### src/rtl/i2c_ctl_pkg.sv
// Package: register indices, bit positions and the control word layout
// shared by the register block, its submodules and its checker.
package i2c_ctl_pkg;
    localparam int NUM_REGS = 11;
    localparam int IDX_CMD  = 0;   // 0x00 command push port
    localparam int IDX_RXD  = 1;   // 0x04 receive data pop port
    localparam int IDX_CTL  = 2;   // 0x08 control
    localparam int IDX_IE   = 3;   // 0x0C interrupt enable
    localparam int IDX_IS   = 4;   // 0x10 interrupt status
    localparam int IDX_ST   = 5;   // 0x14 core status
    localparam int IDX_CLV  = 6;   // 0x18 command FIFO level
    localparam int IDX_RLV  = 7;   // 0x1C receive FIFO level
    localparam int IDX_TIM0 = 8;   // 0x20..0x28 timing counts
    localparam int NUM_TIM  = 3;

    localparam int IRQ_W    = 5;
    localparam int IRQ_TXR  = 0;
    localparam int IRQ_RXR  = 1;
    localparam int IRQ_ERR0 = 2;   // first sticky bit
    localparam int NUM_ERR  = 3;

    localparam int CMD_W    = 10;
    localparam int CTL_W    = 6;

    typedef struct packed {
        logic [1:0] rx_thr;
        logic [1:0] cmd_thr;
        logic       fast;
        logic       en;
    } ctl_t;
endpackage

### src/rtl/i2c_ctl_decode.sv
// Module: i2c_ctl_decode
// Turns a byte address plus strobes into one-hot register selects.
// Assumes word-aligned addresses; the two low address bits are ignored.
module i2c_ctl_decode #(
    parameter int ADDR_W = 6,
    parameter int NREG   = 11
) (
    input  logic [ADDR_W-1:0] addr,
    input  logic              wr,
    input  logic              rd,
    output logic [NREG-1:0]   wr_sel,
    output logic [NREG-1:0]   rd_sel
);
    localparam int IDXW = ADDR_W - 2;

    logic [IDXW-1:0] word_idx;
    logic            unused_lsb;

    assign word_idx   = addr[ADDR_W-1:2];
    assign unused_lsb = ^addr[1:0];

    // One comparator per register for the write and the read select.
    for (genvar i = 0; i < NREG; i++) begin : g_sel
        assign wr_sel[i] = wr && (word_idx == IDXW'(i));
        assign rd_sel[i] = rd && (word_idx == IDXW'(i));
    end
endmodule

### src/rtl/i2c_ctl_cfg.sv
// Module: i2c_ctl_cfg
// Holds the writable configuration: control word, interrupt enable mask
// and the timing counts. Assumes write selects are one-hot.
module i2c_ctl_cfg
    import i2c_ctl_pkg::*;
#(
    parameter int CNT_W = 16,
    parameter int NREG  = 11
) (
    input  logic                          clk,
    input  logic                          rst_n,
    input  logic [NREG-1:0]               wr_sel,
    input  logic [31:0]                   wdata,
    output ctl_t                          ctl_q,
    output logic [IRQ_W-1:0]              ie_q,
    output logic [NUM_TIM-1:0][CNT_W-1:0] tim_q
);
    // Control word register.
    always_ff @(posedge clk) begin
        if (!rst_n)
            ctl_q <= '0;
        else if (wr_sel[IDX_CTL])
            ctl_q <= ctl_t'(wdata[CTL_W-1:0]);
    end

    // Interrupt enable mask register.
    always_ff @(posedge clk) begin
        if (!rst_n)
            ie_q <= '0;
        else if (wr_sel[IDX_IE])
            ie_q <= wdata[IRQ_W-1:0];
    end

    // One register per timing count, at consecutive word indices.
    for (genvar t = 0; t < NUM_TIM; t++) begin : g_tim
        always_ff @(posedge clk) begin
            if (!rst_n)
                tim_q[t] <= '0;
            else if (wr_sel[IDX_TIM0+t])
                tim_q[t] <= wdata[CNT_W-1:0];
        end
    end
endmodule

### src/rtl/i2c_ctl_irq.sv
// Module: i2c_ctl_irq
// Derives the two readiness flags from FIFO levels and thresholds, keeps
// the sticky error flags and forms the interrupt. Threshold code n means
// n+1 elements. An event in the same cycle as its clear wins.
module i2c_ctl_irq
    import i2c_ctl_pkg::*;
#(
    parameter int LVL_W = 3
) (
    input  logic               clk,
    input  logic               rst_n,
    input  logic [1:0]         cmd_thr,
    input  logic [1:0]         rx_thr,
    input  logic [LVL_W-1:0]   cmd_level,
    input  logic [LVL_W-1:0]   rx_level,
    input  logic [NUM_ERR-1:0] evt,
    input  logic               clr_wr,
    input  logic [IRQ_W-1:0]   clr_mask,
    input  logic [IRQ_W-1:0]   ie,
    output logic [IRQ_W-1:0]   status,
    output logic               irq
);
    logic [NUM_ERR-1:0] err_q;
    logic               tx_rdy;
    logic               rx_rdy;

    // Level comparisons against threshold plus one.
    always_comb begin
        tx_rdy = int'(cmd_level) <= (int'(cmd_thr) + 1);
        rx_rdy = int'(rx_level)  >= (int'(rx_thr) + 1);
    end

    // Sticky error flags, one per event input.
    for (genvar e = 0; e < NUM_ERR; e++) begin : g_err
        always_ff @(posedge clk) begin
            if (!rst_n)
                err_q[e] <= 1'b0;
            else if (evt[e])
                err_q[e] <= 1'b1;
            else if (clr_wr && clr_mask[IRQ_ERR0+e])
                err_q[e] <= 1'b0;
        end
    end

    // Status layout and enabled OR for the interrupt line.
    always_comb begin
        status          = '0;
        status[IRQ_TXR] = tx_rdy;
        status[IRQ_RXR] = rx_rdy;
        status[IRQ_ERR0 +: NUM_ERR] = err_q;
        irq             = |(status & ie);
    end
endmodule

### src/rtl/i2c_ctl_rxport.sv
// Module: i2c_ctl_rxport
// Receive data port: a read pops the FIFO head when the FIFO holds data;
// on an empty FIFO it returns the last popped byte and pops nothing.
module i2c_ctl_rxport #(
    parameter int LVL_W = 3
) (
    input  logic             clk,
    input  logic             rst_n,
    input  logic             rd_sel,
    input  logic [LVL_W-1:0] rx_level,
    input  logic [7:0]       rx_head,
    output logic             rx_pop,
    output logic [7:0]       rx_byte
);
    logic [7:0] last_q;

    // Pop request and the byte returned to the read mux.
    always_comb begin
        rx_pop  = rd_sel && (rx_level != '0);
        rx_byte = rx_pop ? rx_head : last_q;
    end

    // Remember the most recently popped byte.
    always_ff @(posedge clk) begin
        if (!rst_n)
            last_q <= '0;
        else if (rx_pop)
            last_q <= rx_head;
    end
endmodule

### src/rtl/i2c_ctl_regs.sv
// Module: i2c_ctl_regs
// Register block for an I2C master engine: decode, configuration, status
// and interrupt, command push and receive pop, registered read data.
// Assumes a read and a write never share a cycle.
module i2c_ctl_regs
    import i2c_ctl_pkg::*;
#(
    parameter int FIFO_DEPTH = 4,
    parameter int CNT_W      = 16,
    parameter int ADDR_W     = 6,
    localparam int LVL_W     = $clog2(FIFO_DEPTH + 1)
) (
    input  logic              clk,
    input  logic              rst_n,
    input  logic              bus_wr_en,
    input  logic              bus_rd_en,
    input  logic [ADDR_W-1:0] bus_addr,
    input  logic [31:0]       bus_wdata,
    output logic [31:0]       bus_rdata,
    input  logic [LVL_W-1:0]  cmd_level,
    input  logic [LVL_W-1:0]  rx_level,
    input  logic [7:0]        rx_head,
    input  logic              core_busy,
    input  logic              evt_nack,
    input  logic              evt_arb_lost,
    input  logic              evt_rx_ovf,
    output logic              cmd_push,
    output logic [CMD_W-1:0]  cmd_word,
    output logic              rx_pop,
    output logic              ctl_enable,
    output logic              ctl_fast,
    output logic [CNT_W-1:0]  scl_low,
    output logic [CNT_W-1:0]  scl_high,
    output logic [CNT_W-1:0]  sda_hold,
    output logic              irq
);
    logic [NUM_REGS-1:0]          wr_sel;
    logic [NUM_REGS-1:0]          rd_sel;
    ctl_t                         ctl_q;
    logic [IRQ_W-1:0]             ie_vec;
    logic [IRQ_W-1:0]             status_vec;
    logic [NUM_TIM-1:0][CNT_W-1:0] tim_q;
    logic [7:0]                   rx_byte;
    logic [NUM_REGS-1:0][31:0]    rd_word;
    logic [31:0]                  rdata_d;
    logic                         unused_wdata;

    assign unused_wdata = ^bus_wdata[31:CMD_W];

    i2c_ctl_decode #(.ADDR_W(ADDR_W), .NREG(NUM_REGS)) u_dec (
        .addr   (bus_addr),
        .wr     (bus_wr_en),
        .rd     (bus_rd_en),
        .wr_sel (wr_sel),
        .rd_sel (rd_sel)
    );

    i2c_ctl_cfg #(.CNT_W(CNT_W), .NREG(NUM_REGS)) u_cfg (
        .clk    (clk),
        .rst_n  (rst_n),
        .wr_sel (wr_sel),
        .wdata  (bus_wdata),
        .ctl_q  (ctl_q),
        .ie_q   (ie_vec),
        .tim_q  (tim_q)
    );

    i2c_ctl_irq #(.LVL_W(LVL_W)) u_irq (
        .clk       (clk),
        .rst_n     (rst_n),
        .cmd_thr   (ctl_q.cmd_thr),
        .rx_thr    (ctl_q.rx_thr),
        .cmd_level (cmd_level),
        .rx_level  (rx_level),
        .evt       ({evt_rx_ovf, evt_arb_lost, evt_nack}),
        .clr_wr    (wr_sel[IDX_IS]),
        .clr_mask  (bus_wdata[IRQ_W-1:0]),
        .ie        (ie_vec),
        .status    (status_vec),
        .irq       (irq)
    );

    i2c_ctl_rxport #(.LVL_W(LVL_W)) u_rx (
        .clk      (clk),
        .rst_n    (rst_n),
        .rd_sel   (rd_sel[IDX_RXD]),
        .rx_level (rx_level),
        .rx_head  (rx_head),
        .rx_pop   (rx_pop),
        .rx_byte  (rx_byte)
    );

    // Command push passes straight to the engine's FIFO.
    always_comb begin
        cmd_push = wr_sel[IDX_CMD];
        cmd_word = bus_wdata[CMD_W-1:0];
    end

    // Configuration outputs toward the engine.
    always_comb begin
        ctl_enable = ctl_q.en;
        ctl_fast   = ctl_q.fast;
        scl_low    = tim_q[0];
        scl_high   = tim_q[1];
        sda_hold   = tim_q[2];
    end

    // Read value of every register, zero-extended.
    always_comb begin
        rd_word          = '0;
        rd_word[IDX_RXD] = 32'(rx_byte);
        rd_word[IDX_CTL] = 32'(ctl_q);
        rd_word[IDX_IE]  = 32'(ie_vec);
        rd_word[IDX_IS]  = 32'(status_vec);
        rd_word[IDX_ST]  = 32'(core_busy);
        rd_word[IDX_CLV] = 32'(cmd_level);
        rd_word[IDX_RLV] = 32'(rx_level);
        for (int t = 0; t < NUM_TIM; t++)
            rd_word[IDX_TIM0+t] = 32'(tim_q[t]);
    end

    // One-hot AND-OR read mux; no select gives 0.
    always_comb begin
        rdata_d = '0;
        for (int i = 0; i < NUM_REGS; i++)
            rdata_d = rdata_d | (rd_sel[i] ? rd_word[i] : 32'd0);
    end

    // Read data register, loaded only on a read strobe.
    always_ff @(posedge clk) begin
        if (!rst_n)
            bus_rdata <= '0;
        else if (bus_rd_en)
            bus_rdata <= rdata_d;
    end
endmodule

### config.mk
export PLATFORM = sky130hd
export DESIGN_NAME = i2c_ctl_regs
export DESIGN_NICKNAME = d
export VERILOG_FILES = /design/src/rtl/i2c_ctl_pkg.sv /design/src/rtl/i2c_ctl_decode.sv /design/src/rtl/i2c_ctl_cfg.sv /design/src/rtl/i2c_ctl_irq.sv /design/src/rtl/i2c_ctl_rxport.sv /design/src/rtl/i2c_ctl_regs.sv
export SDC_FILE = /design/constraint.sdc
export NUM_CORES = 1
export LEC_CHECK = 0
export BUFFER_PORTS_ARGS = -buffer_cell sky130_fd_sc_hd__buf_2
export CORE_ASPECT_RATIO = 1.25
export CORE_MARGIN = 5
export CORE_UTILIZATION = 45
export CTS_CLUSTER_SIZE = 28
export DETAILED_ROUTE_END_ITERATION = 10
export PLACE_DENSITY = 0.77
export REMOVE_ABC_BUFFERS = 1
export SETUP_SLACK_MARGIN = 0.5
export SLEW_MARGIN = 20
export SYNTH_ARGS = -nofsm -noshare
export SYNTH_HDL_FRONTEND = slang
export SYNTH_SLANG_ARGS = --single-unit
### constraint.sdc
create_clock -name clk -period 2 [get_ports clk]
set_input_delay 0.4 -clock clk [delete_from_list [all_inputs] [get_ports clk]]
set_output_delay 0.4 -clock clk [all_outputs]
set_load 0.01 [all_outputs]
==> reports/results.ini <==
[layout]
seq_area_mm2=0.00173
final_cell_mix=buf_2, nand2_1, dfxtp_1
layout_commonest_cell=buf_2
drive_above_1_share=0.346
fin_area_mm2=0.00562
nNetsFinal=685
fillers=842
diodes=0
multi_input_area_mm2=0.00238
area_growth_pct=30.7

[global_route]
grt_pass1_vias=4024
antenna_found_initial=0
grtUsageTotal=0.222
grt-ovfl-total=0
grt_first_pass_wirelength_um=20500
grt_start_max_net_pins=36

[setup_path]
required_ns=1.60
r2r-start=u_cfg.ctl_q[4]$_SDFFE_PN0P_
r2r_cells=6
path_cells=ha_4 -> inv_4 -> ha_4 -> a211o_1 -> o211ai_1 -> nand3_1 -> buf_2
critPathSlowestCell=dfxtp_4
regToRegEndpoint=bus_rdata[1]$_SDFFE_PN0P_
cp_max_fo=3
startpoint_type=flip-flop
crit_top_cell=ha_4
cp-end-kind=primary output
cp.arrival_ns=1.83
r2r_slack_ns=0.53
cp_slowest_stage_delay_ns=0.36
critical_path_class=reg2out

[synth]
synth_cell_types=53
yosys_warnings=0
async_flop_share=0
synth_area_leaders=dfxtp_1, nand2_1, mux2i_1
yosysTopAreaCellShare=0.400
synth_top_cell_by_area=dfxtp_1
syn_inst=485
yosysSeqAreaShare=0.400
ys_ff_latch=86
synthesis.area_mm2=0.00430
ys.flop_type=dfxtp_1
synth_area_per_cell_um2=8.86
synth_edf_count=0

[sta]
layout_min_cycle_time_ns=2.23
slew_violations=0
slew_headroom=0.654
fmax_mhz=448
rsz0062_at_grt=yes
worst_slew_pin_slew_ns=0.518
timing.final.ws_setup_ns=-0.234
setup_viol=1
finClkSkew_ns=0.00645
min_period_over_period=1.12
fin_hold_ws_ns=0.266
hold_violations=0

[routing]
via_count=3988
via_per_inst=5.33
drt-pass1-iter-count=7
ant_nets=0
first_iter_violations=301
drc=0
finalWirelength_um=13100
wl_per_cell_um=17.6

[floorplanning]
coreArea_mm2=0.00946
initial_core_util=0.454
dieWidth_um=97.4
dieHeight_um=119
pin_count=155
die-area_mm2=0.0116
row_count=40

[clocking]
cts.reportedPaths.clkPinSlew_ns=0.07
cts_tree=done
clock-sinks=86
cts-buffers-inserted=9
clk_path_buf_depth=2
hold_buffers=0
cts_root_buf=clkbuf_16
htreeDepth=3
clock_latency_ns=0.35

[pwr]
leakage_nw=2.37
vdd_drop_max_mv=0.469
powerDensity_mw_per_mm2=693

[hold_path]
hp-class=in2reg
whs_endpoint=u_irq.status[4]$_SDFFE_PN0P_
worstHoldStart=evt_rx_ovf
holdPathStages=2

[placed_design]
hpwl_um=9400
io_buffer_count=120
placed_area_mm2=0.00505
place_congestion=0.901

[flow_run]
maxCapViolCount=0

[run_status]
violations=setup timing
status=complete, but fails checks

[metal layers]
layer	GRT usage	wire, µm	share of wire	vias to the layer above
met5	0	0	0	-
met2	0.396	6680	0.51	156
met3	0.0650	941	0.072	23
met1	0.249	5200	0.40	1893
li1	-	-	-	1916
met4	0.0814	316	0.024	0
[worst max path at each step]
stage                                start                        end  slack (ns)  depth (start not counted)
3_5_place_dp                   rx_level[0]                        irq       -0.04                          8
4_1_cts        u_cfg.ctl_q[4]$_SDFFE_PN0P_                        irq       -0.28                          7
5_1_grt        u_cfg.ctl_q[4]$_SDFFE_PN0P_                        irq       -0.31                          7
2_1_floorplan                  bus_addr[3]  u_rx.last_q[0]$_SDFF_PN0_       -0.48                          4
3_3_place_gp                   rx_level[0]                        irq       -0.04                          8
6_report       u_cfg.ctl_q[4]$_SDFFE_PN0P_                        irq       -0.23                          7
[sequential cells by signal, indices dropped and copies added, names as in the netlist]
| signal | flops |
|---|---|
| u_rx.last_q | 8 |
| u_cfg.ie_q | 5 |
| u_cfg.ctl_q | 6 |
| u_irq.status | 3 |
| u_cfg.tim_q | 48 |
| bus_rdata | 16 |
[cell type report]
cell class	instances	share of cell area
Multi-Input combinational cell	346	0.423
Sequential cell	86	0.307
Timing Repair Buffer	163	0.181
Clock buffer	9	0.0401
Tap cell	126	0.0280
Clock inverter	7	0.0134
Inverter	11	0.00779
[critical path: cells and delay by family (launching register included)]
kind | cells | cell delay (ns)
AO/OA/AOI/OAI | 2 | 0.36
adder cells (fa/ha/maj) | 2 | 0.46
buffers and inverters | 2 | 0.20
flip-flops | 1 | 0.36
AND/OR/NAND/NOR | 1 | 0.10
[synth_stat cells, types with 2 or more instances]
master	count
a221oi_1	4
a31oi_1	6
nor3_2	3
mux2i_1	25
o21a_1	3
a21oi_1	5
inv_1	11
a22oi_1	18
a32oi_1	2
a21boi_0	28
nand2b_1	4
a41o_1	2
and3_1	2
o21ai_0	12
mux2_2	8
ha_1	8
nor2_1	2
dfxtp_1	86
nand3_1	5
buf_2	12
a211oi_1	3
o211ai_1	2
nand2_1	105
nor3_1	5
nor2b_1	23
a21boi_1	31
buf_6	2
clkbuf_1	14
buf_4	29
a41oi_1	2
[cells by family after synthesis]
| group | after synthesis | synth area share |
|---|---|---|
| compound gates | 126 | 0.215 |
| other cells | 1 | 0.000872 |
| buf+inv | 68 | 0.0917 |
| simple gates | 162 | 0.185 |
| flops | 86 | 0.400 |
| fa+ha+maj | 8 | 0.0233 |
| mux | 34 | 0.0844 |
[repair_timing]
action,CTS,global route
cloned,0,0
gates resized for setup,36,15
setup buffers,7,0
pin swaps,9,6
setup endpoints to repair,5,7
[report_power, final]
group	internal, mW	total [mW]	switching [mW]
Clock	0.969	1.69	0.719
Combinational	0.203	0.446	0.243
Sequential	1.74	1.76	0.0212
[per-stage QoR]
step / std cells / setup TNS, ns / setup slack, ns / utilization / power [mW]
finish: 748 / -0.234 / -0.234 / 0.594 / 3.90
detailed placement: 725 / -0.0405 / -0.0405 / 0.534 / 2.19
CTS: 748 / -0.278 / -0.278 / 0.587 / 3.90
global route: 748 / -0.313 / -0.313 / 0.594 / 4.02
floorplan: 443 / -4.24 / -0.478 / - / 1.96
global placement: 725 / -0.0367 / -0.0367 / 0.534 / 2.18
Note: power is estimated with default switching activity, not from simulation.
